File: src/rtl/irq_arb_pkg.sv
package irq_arb_pkg;

  localparam int NIB_W      = 4;
  localparam int SRC_PER_WD = 4;
  localparam int CFG_DW     = NIB_W * SRC_PER_WD;
  localparam int WIDX_W     = 8;

  typedef struct packed {
    logic              wrStb;
    logic [WIDX_W-1:0] wordIdx;
    logic [CFG_DW-1:0] wrData;
  } cfgStrobe_t;

  function automatic logic [63:0] reservedMask();
    logic [63:0] m;
    m = '0;
    for (int i = 0; i < 64; i++) begin
      if ((i >= 26 && i <= 38) || i == 41 || i == 42 || i >= 44) m[i] = 1'b1;
    end
    return m;
  endfunction

endpackage

File: src/rtl/irq_arb_ctrl.sv
module irq_arb_ctrl
  import irq_arb_pkg::*;
#(
  parameter int ADDR_W    = 4,
  parameter int NUM_WORDS = 14,
  parameter int LVL_W     = 3
) (
  input  logic              clk,
  input  logic              rst,
  input  logic              regWrEn,
  input  logic [ADDR_W-1:0] regAddr,
  input  logic [CFG_DW-1:0] regWrData,
  input  logic [LVL_W-1:0]  winLvl,
  input  logic [LVL_W-1:0]  cpuLevel,
  output cfgStrobe_t        cfgStb,
  output logic              irqReq
);

  logic addrOk;

  always_comb begin
    addrOk         = (int'(regAddr) < NUM_WORDS);
    cfgStb.wrStb   = regWrEn && addrOk;
    cfgStb.wordIdx = WIDX_W'(regAddr);
    cfgStb.wrData  = regWrData;
  end

  assign irqReq = (winLvl > cpuLevel);


  irq_level_nonzero_chk: assert property (@(posedge clk) disable iff (rst)
    irqReq |-> (winLvl != '0));


  wr_in_range_chk: assert property (@(posedge clk) disable iff (rst)
    cfgStb.wrStb |-> (regWrEn && int'(cfgStb.wordIdx) < NUM_WORDS));

endmodule

File: src/rtl/irq_arb_datapath.sv
module irq_arb_datapath
  import irq_arb_pkg::*;
#(
  parameter int NUM_SRC   = 54,
  parameter int LVL_W     = 3,
  parameter int VEC_BASE  = 8,
  parameter int RST_LVL   = 4,
  parameter int NUM_WORDS = (NUM_SRC + SRC_PER_WD - 1) / SRC_PER_WD,
  parameter int IDX_W     = $clog2(NUM_SRC),
  parameter int VEC_W     = $clog2(NUM_SRC + VEC_BASE)
) (
  input  logic               clk,
  input  logic               rst,
  input  cfgStrobe_t         cfgStb,
  input  logic [NUM_SRC-1:0] pending,
  input  logic [NUM_SRC-1:0] enable,
  input  logic [WIDX_W-1:0]  rdWord,
  output logic [CFG_DW-1:0]  rdData,
  output logic [IDX_W-1:0]   winIdx,
  output logic [VEC_W-1:0]   winVec,
  output logic [LVL_W-1:0]   winLvl
);

  localparam logic [63:0]       RSVD     = reservedMask();
  localparam logic [NIB_W-1:0]  NIB_MASK = NIB_W'({LVL_W{1'b1}});
  localparam logic [CFG_DW-1:0] WD_MASK  = {SRC_PER_WD{NIB_MASK}};

  logic [LVL_W-1:0] prio [NUM_SRC];
  logic [LVL_W-1:0] bestLvl;
  logic [IDX_W-1:0] bestIdx;
  logic [NUM_SRC-1:0] live;

  // level storage, written one word at a time
  always_ff @(posedge clk) begin
    if (rst) begin
      for (int i = 0; i < NUM_SRC; i++) prio[i] <= LVL_W'(RST_LVL);
    end else if (cfgStb.wrStb) begin
      for (int i = 0; i < NUM_SRC; i++) begin
        if (i / SRC_PER_WD == int'(cfgStb.wordIdx))
          prio[i] <= cfgStb.wrData[(i % SRC_PER_WD) * NIB_W +: LVL_W];
      end
    end
  end

  // combinational readback, unused nibble bits zero
  always_comb begin
    rdData = '0;
    for (int k = 0; k < SRC_PER_WD; k++) begin
      if (int'(rdWord) < NUM_WORDS && int'(rdWord) * SRC_PER_WD + k < NUM_SRC)
        rdData[k * NIB_W +: LVL_W] = prio[int'(rdWord) * SRC_PER_WD + k];
    end
  end

  // live request mask
  generate
    for (genvar g = 0; g < NUM_SRC; g++) begin : g_live
      if (RSVD[g]) begin : g_rsvd
        assign live[g] = 1'b0;
      end else begin : g_real
        assign live[g] = pending[g] & enable[g];
      end
    end
  endgenerate

  // level first, lowest index on ties (strict compare keeps earlier index)
  always_comb begin
    bestLvl = '0;
    bestIdx = '0;
    for (int i = 0; i < NUM_SRC; i++) begin
      if (live[i] && prio[i] > bestLvl) begin
        bestLvl = prio[i];
        bestIdx = IDX_W'(i);
      end
    end
  end

  always_ff @(posedge clk) begin
    if (rst) begin
      winIdx <= '0;
      winVec <= '0;
      winLvl <= '0;
    end else begin
      winIdx <= bestIdx;
      winLvl <= bestLvl;
      winVec <= (bestLvl != '0) ? VEC_W'(bestIdx) + VEC_W'(VEC_BASE) : '0;
    end
  end


  no_reserved_win_chk: assert property (@(posedge clk) disable iff (rst)
    (winLvl != '0) |-> !RSVD[winIdx]);


  idle_outputs_zero_chk: assert property (@(posedge clk) disable iff (rst)
    (winLvl == '0) |-> (winIdx == '0 && winVec == '0));


  winner_was_live_chk: assert property (@(posedge clk) disable iff (rst)
    (winLvl != '0) |-> ((($past(pending & enable) >> winIdx) & 1) != 0));


  write_readback_chk: assert property (@(posedge clk) disable iff (rst)
    (!$past(rst) && $past(cfgStb.wrStb) && rdWord == $past(cfgStb.wordIdx)
     && int'(rdWord) < NUM_WORDS - 1)
    |-> (rdData == ($past(cfgStb.wrData) & WD_MASK)));

endmodule

File: src/rtl/irq_level_arbiter.sv
module irq_level_arbiter
  import irq_arb_pkg::*;
#(
  parameter int NUM_SRC  = 54,
  parameter int LVL_W    = 3,
  parameter int VEC_BASE = 8,
  parameter int RST_LVL  = 4,
  parameter int ADDR_W   = 4
) (
  input  logic                 clk,
  input  logic                 rst,
  input  logic [NUM_SRC-1:0]   pending,
  input  logic [NUM_SRC-1:0]   enable,
  input  logic [LVL_W-1:0]     cpuLevel,
  input  logic                 regWrEn,
  input  logic [ADDR_W-1:0]    regAddr,
  input  logic [CFG_DW-1:0]    regWrData,
  output logic [CFG_DW-1:0]    regRdData,
  output logic [$clog2(NUM_SRC)-1:0] winIdx,
  output logic [$clog2(NUM_SRC+VEC_BASE)-1:0] winVec,
  output logic [LVL_W-1:0]     winLvl,
  output logic                 irqReq
);

  localparam int NUM_WORDS = (NUM_SRC + SRC_PER_WD - 1) / SRC_PER_WD;

  cfgStrobe_t cfgStb;

  irq_arb_ctrl #(
    .ADDR_W(ADDR_W), .NUM_WORDS(NUM_WORDS), .LVL_W(LVL_W)
  ) i_ctrl (
    .clk(clk), .rst(rst), .regWrEn(regWrEn), .regAddr(regAddr),
    .regWrData(regWrData), .winLvl(winLvl), .cpuLevel(cpuLevel),
    .cfgStb(cfgStb), .irqReq(irqReq)
  );

  irq_arb_datapath #(
    .NUM_SRC(NUM_SRC), .LVL_W(LVL_W), .VEC_BASE(VEC_BASE),
    .RST_LVL(RST_LVL), .NUM_WORDS(NUM_WORDS)
  ) i_dp (
    .clk(clk), .rst(rst), .cfgStb(cfgStb), .pending(pending),
    .enable(enable), .rdWord(WIDX_W'(regAddr)), .rdData(regRdData),
    .winIdx(winIdx), .winVec(winVec), .winLvl(winLvl)
  );

endmodule

File: config.mk
export PLATFORM = sky130hd
export DESIGN_NAME = irq_level_arbiter
export DESIGN_NICKNAME = d
export VERILOG_FILES = /design/src/rtl/irq_arb_pkg.sv /design/src/rtl/irq_arb_ctrl.sv /design/src/rtl/irq_arb_datapath.sv /design/src/rtl/irq_level_arbiter.sv
export SDC_FILE = /design/constraint.sdc
export NUM_CORES = 1
export LEC_CHECK = 0
export ABC_AREA = 0
export BUFFER_PORTS_ARGS = -buffer_cell sky130_fd_sc_hd__clkbuf_2
export CELL_PAD_IN_SITES_DETAIL_PLACEMENT = 1
export CELL_PAD_IN_SITES_GLOBAL_PLACEMENT = 1
export CORE_MARGIN = 2
export CORE_UTILIZATION = 46
export DETAILED_ROUTE_END_ITERATION = 10
export PLACE_DENSITY_LB_ADDON = 0.1
export SYNTH_ARGS = -nofsm -noshare
export SYNTH_HDL_FRONTEND = slang
export SYNTH_SLANG_ARGS = --single-unit
export TNS_END_PERCENT = 30
File: constraint.sdc
create_clock -name clk -period 48.6 [get_ports clk]
set_input_delay 9.72 -clock clk [delete_from_list [all_inputs] [get_ports clk]]
set_output_delay 9.72 -clock clk [all_outputs]
set_load 0.02 [all_outputs]
Word level (Yosys, flattened, before mapping)

Memory sizes are Yosys's and may differ from the RTL's.
Cells that the tools add are included.

Flip-flop bits (word level): 15
Memory bits (writable): 162
Input port bits: 134
Word-level logic and storage cells: 350
Memories kept: 1

Add/subtract/negate cells: 4
$lt $le $gt $ge: 35
Eq/ne operators: 13
Mux-type cells: 173
Bitwise gates (word level): 84
Reduce and logical (&&, ||, !) cells: 37

Memory list:

| name      | words | bits a word | rd ports | clocked after Yosys merged registers in | wr ports | RTL line               | source |
|---|---|---|---|---|---|---|---|
| i_dp.prio | 54    | 3           | 33       | 0                                       | 54       | irq_arb_datapath.sv:28 | `logic [LVL_W-1:0] prio [NUM_SRC];` |

Operators by type and width:

| cell                  | number |
|---|---|
| $mux W3               | 91 |
| $lt A32 B7 Y1 const B | 3 |
| $gt A3 B3 Y1          | 29 |
| $mux W1               | 59 |
| $or A1 B1 Y1          | 54 |
| $mux W5               | 10 |
| $logic_and A1 B1 Y1   | 34 |
| $eq A4 B4 Y1 const A  | 8 |
| $mux W4               | 8 |
| $and A1 B1 Y1         | 29 |
| $mux W6               | 3 |
| $eq A3 B4 Y1 const A  | 4 |
| $add A6 B2 Y7 const B | 2 |
| $logic_not A8 Y1      | 1 |
| $add A6 B1 Y7 const B | 1 |
| $add A6 B4 Y6 const B | 1 |
| $lt A6 B6 Y1 const B  | 1 |
| $eq A2 B4 Y1 const A  | 1 |
| $lt A4 B4 Y1 const B  | 1 |
| $mux W2               | 2 |
| $gt A3 B1 Y1 const B  | 1 |
| $reduce_bool A3 Y1    | 1 |
| $reduce_or A2 Y1      | 1 |
| $not A1 Y1            | 1 |

Depth between registers and ports, before layout

An unclocked memory read counts as a cell.

Depth in word-level cells: 91
Mapped depth: 224

Hierarchy

From an unflattened synthesis, not the netlist that was laid out.

Cells, all modules: 1143
Area total of the unflattened synthesis: 11778.8 um^2

Modules (own cells, without submodules):

| module            | times used | cells an instance | area an instance (um^2) |
|---|---|---|---|
| irq_arb_datapath  | 1          | 1105              | 11508.5 |
| irq_arb_ctrl      | 1          | 37                | 266.5 |
| irq_level_arbiter | 1          | 1                 | 3.8 |

Worst setup path before layout

OpenSTA, ideal clock, no wires.

Path kind: input-to-reg
Start point: input port pending[0]
End point: register i_dp.winVec[3]
Setup time: 0.116 ns
Arrival time: 45.387 ns
Setup slack: 3.098 ns
Stages on the path: 204
Path buffers: 2
Cell sequence: and3_1 inv_1 ha_1 nor2_1 a31o_4 nor2_1 mux2_2 ha_1 nor2_1 a31o_2 o221ai_1 a21o_1 mux2_2 ha_1 o21ba_2 nor2_1 and4_1 o2111ai_1 [... 168 more ...] o21ai_0 nand2_1 inv_1 ha_1 nor2b_1 o21a_1 o2111ai_1 buf_2 mux2i_1 ha_1 nor2b_1 o21ai_0 nand2b_1 and4_1 clkbuf_1 o31ai_1 nor2_1 and3b_1

Longest elaborated chain between the ends: 90

RTL lines:

| element                                                               | RTL line                | source |
|---|---|---|
| from (decl)                                                           | irq_level_arbiter.sv:12 | `input logic [NUM_SRC-1:0] pending,` |
| $and A1 B1 Y1 (*)                                                     | irq_arb_datapath.sv:60  | `assign live[g] = pending[g] & enable[g];` |
| $logic_and A1 B1 Y1 (*)                                               | irq_arb_datapath.sv:70  | `if (live[i] && prio[i] > bestLvl) begin` |
| $mux W3 (*)                                                           | irq_arb_datapath.sv:70  |  |
| parallel branches: the longest is 87 deep, another holds $gt A3 B3 Y1 | --                      |  |
| to (signal assigned)                                                  | irq_arb_datapath.sv:85  | `winVec <= (bestLvl != '0) ? VEC_W'(bestIdx) + VEC_W'(VEC_BASE) : '0;` |
| to (decl)                                                             | irq_arb_datapath.sv:20  | `output logic [VEC_W-1:0] winVec,` |

Every way passes the cells marked *.
A chain may end at the register's enable or synchronous reset.

Worst setup path in the final report

Start point: input port enable[0]
End point: register i_dp.winVec[4]

Longest elaborated chain between the ends: 90

RTL lines:

| element                                                               | RTL line                | source |
|---|---|---|
| from (decl)                                                           | irq_level_arbiter.sv:13 | `input logic [NUM_SRC-1:0] enable,` |
| $and A1 B1 Y1 (*)                                                     | irq_arb_datapath.sv:60  |  |
| $logic_and A1 B1 Y1 (*)                                               | irq_arb_datapath.sv:70  |  |
| $mux W3 (*)                                                           | irq_arb_datapath.sv:70  |  |
| parallel branches: the longest is 87 deep, another holds $gt A3 B3 Y1 | --                      |  |

Marks and branches as above.

==> summary.md <==
| Metric | Value |
|---|---|
| Final WS setup | `1.72 ns` |
| Asr flop ratio synth | `0` |
| Vias in the first global route | `11089` |
| Clock Latency Late Sink | `0.44 ns` |
| CP max stage cell | `or4b_2` |
| Full die area | `27700 sq um` |
| Ys flop type | `edfxtp_1` |
| CTS tree | `yes` |
| Switch share | `0.366` |
| Complex-gate fraction of the synthesized area | `0.183` |
| Clock share of power | `0.246` |
| Critical Path Max Stage Delay | `0.62 ns` |
| Hold WC Path Type | `reg -> reg` |
| Fraction of the yosys area taken by sequential cells | `0.426` |
| Routed via count | `11130` |
| Post-synthesis simple-gate area fraction | `0.215` |
| Final HPWL DP | `30500 microns` |
| I/O Pins | `166` |
| Layout Nets | `1623` |
| Top post-synthesis cells by area | `edfxtp_1 (40%), mux4_2 (6.7%), nor2_1 (5.3%)` |
| Unique masters post-synth | `97` |
| DR vias/cell | `6.19` |
| Post-CTS Hold Fix Bufs | `0` |
| Final Skew | `0.00785 ns` |
| DRC violations left | `0` |
| Area delta synth->final | `22.7%` |
| Max-slew violation count | `0` |
| Number of port buffers | `107` |
| Worst-path clk slew | `0.08 ns` |
| Cell Count, Final, Fillers Out | `1799` |
| Syn Inst Count | `1253` |
| Initial Util | `0.466` |
| Status | `completed` |
| Tot Pwr | `559 uW` |
| Diode count | `0` |
| Combinational family with the most area after synthesis | `simple AND/OR/NAND/NOR gates` |
| DRT Pass-1 Iters | `5` |
| Htree depth | `4` |
| #FFs+latches synth | `177` |
| Area share of the largest cell type after synthesis | `0.401` |
| Post-route design area | `14900 sq um` |
| Layout Utilization | `0.572` |
| TritonCTS Sinks | `177` |
| Worst setup SP type | `input pin` |
| Initial antenna violation count | `0` |
| Share of layout cells above drive strength 1 | `0.303` |
| Comb power frac | `0.409` |
| Post-synthesis mux area share | `0.0849` |
| Initial DRC Count | `842` |
| Max VDD drop | `0.0238 mV` |
| Peak Freq | `21.3 MHz` |
| Count leader, synth | `nor2_1` |
| Routed wire length | `41000 microns` |
| Synth Area in XOR/XNOR | `0.000723` |
| Critical Path Sink Type | `flip-flop` |
| Post-synthesis adder-cell area fraction | `0.0450` |
| Total track usage | `0.286` |
| Pre-CTS setup slack | `-0.795 ns` |
| CP required | `48.89 ns` |
| Fin. Hold Viols | `0` |
| Worst-Margin Slew | `1.09 ns` |
| WS Path Type | `in -> reg` |
| Crit path DAT | `47.17 ns` |
| Gpl congestion | `0.902` |
| Rel. slew slack | `0.268` |
| Antenna Violating Nets Remaining | `0` |
| CTS Buf Count | `17` |
| Final setup vio count | `0` |
| Root Buffer | `clkbuf_16` |
| WL/cell | `22.8 microns` |
| Pwr/cell area | `37.6 nW/um^2` |
| Leakage | `6.00 nW` |
| Crit path max fanout | `8` |
| Yosys top cell by area | `edfxtp_1` |
| Sw power | `204 uW` |
| Post-DP Area | `13500 sq um` |
| Seq pwr share | `0.346` |
| Final min period | `46.88 ns` |
| Int Power | `354 uW` |
| Most instantiated cells after synthesis | `nor2_1 (172), edfxtp_1 (162), nand2_1 (121)` |
| Core area | `26000 sq um` |
| Final Cycle Share | `0.965` |
| Ys Warns | `0` |
| CTS max path bufs | `2` |
| CP most frequent cell | `ha_1` |
| Die W | `166 microns` |
| First-pass GRT wire length | `61900 microns` |
| Post-synth EDFFs | `162` |
| Netlist Area Pre-Place | `12100 sq um` |
| Synth Area per Inst | `9.67 sq um` |
| Cell Rows | `59` |
| Die H | `166 microns` |
| Inst Count DP | `1739` |
| Largest net degree at the start of global routing | `56` |
| GR Overflow Total | `0` |
| Max-Cap Viols | `0` |
==> cell families after synthesis <==
group / after synthesis
flops: 177
other cells: 1
mux: 57
xor+xnor: 1
simple gates: 539
compound gates: 298
fa+ha+maj: 45
buf+inv: 135
==> power groups by stage <==
| stage | clock [mW] | sequential (mW) | combinational, mW |
|---|---|---|---|
| 6_report | 0.137 | 0.193 | 0.228 |
| 4_1_cts | 0.137 | 0.193 | 0.198 |
| 3_5_place_dp | 0 | 0.196 | 0.193 |
| 5_1_grt | 0.143 | 0.194 | 0.248 |
| 2_1_floorplan | 0 | 0.197 | 0.117 |
| 3_3_place_gp | 0 | 0.195 | 0.186 |
==> metal layers <==
layer	part of all wire	global-route usage	up-vias
met5	0	0	-
li1	-	-	5098
met4	0.027	0.0881	0
met2	0.50	0.495	355
met3	0.052	0.0388	73
met1	0.42	0.375	5604
==> state kept, by name, summed over array words and instances, names as in the netlist <==
name	count
i_dp.winVec	6
i_dp.winIdx	6
i_dp.prio	162
i_dp.winLvl	3
==> path summary, 6_finish.rpt <==
kind,startpoint,to,slack [ns],cells past startpoint
worst max-delay path,enable[0],i_dp.winVec[4],1.72,220
worst min register to register,i_dp.prio[43][2],i_dp.winLvl[2],0.70,2
worst min-delay path,i_dp.prio[43][2],i_dp.winLvl[2],0.70,2
worst max register to register,i_dp.prio[0][2],i_dp.winVec[4],10.69,219
==> worst max-delay path, delay by kind of cell <==
| kind | cells | cell delay, ns |
|---|---|---|
| multiplexers | 9 | 2.84 |
| AO/OA/AOI/OAI | 76 | 12.51 |
| AND/OR/NAND/NOR | 85 | 10.59 |
| buffers and inverters | 16 | 1.74 |
| adder cells (fa/ha/maj) | 34 | 9.72 |
==> through the flow <==
| stage | TNS, ns | hold slack [ns] |
|---|---|---|
| 2_1_floorplan | 0 | 0.512 |
| 3_3_place_gp | 0 | 0.668 |
| 3_5_place_dp | -8.76 | 0.673 |
| 4_1_cts | 0 | 0.691 |
| 5_1_grt | -2.75 | 0.723 |
| 6_report | 0 | 0.697 |
==> cell usage in the layout (no fill, tap or decap), types with 9 or more instances in the layout <==
cell type	count
a21oi_2	9
nor3_1	25
nor2_2	20
o211ai_1	20
nor2_1	147
nand3_1	44
o21ai_1	10
o21bai_1	9
nor2b_1	17
edfxtp_1	162
a21oi_1	52
a31oi_1	14
ha_1	30
nand2b_1	29
dfxtp_1	15
nand4_1	12
clkbuf_16	17
or3_1	9
o21ai_0	34
clkbuf_2	106
nand2_1	116
a21o_1	13
mux2i_1	14
inv_1	84
buf_4	118
mux4_2	36
or2_2	12
and3_1	22
and2_1	27
==> cell type report <==
class	count	area (sq um)
multi-input cells	944	6940
well taps	335	419
inverters	85	319
fillers	2946	11100
repair buffers	226	1430
flip-flops and latches	177	5160
clock inverters	15	165
clock buffers	17	425
==> timing repair <==
item / in CTS / in global routing
resized for setup: 14 / 119
buffers inserted: 5 / 23
endpoints found under the setup margin: 15 / 15
pin swaps: 4 / 73
hold endpoints to repair: 0 / 0
No activity file was read; power rests on OpenSTA's default activity.
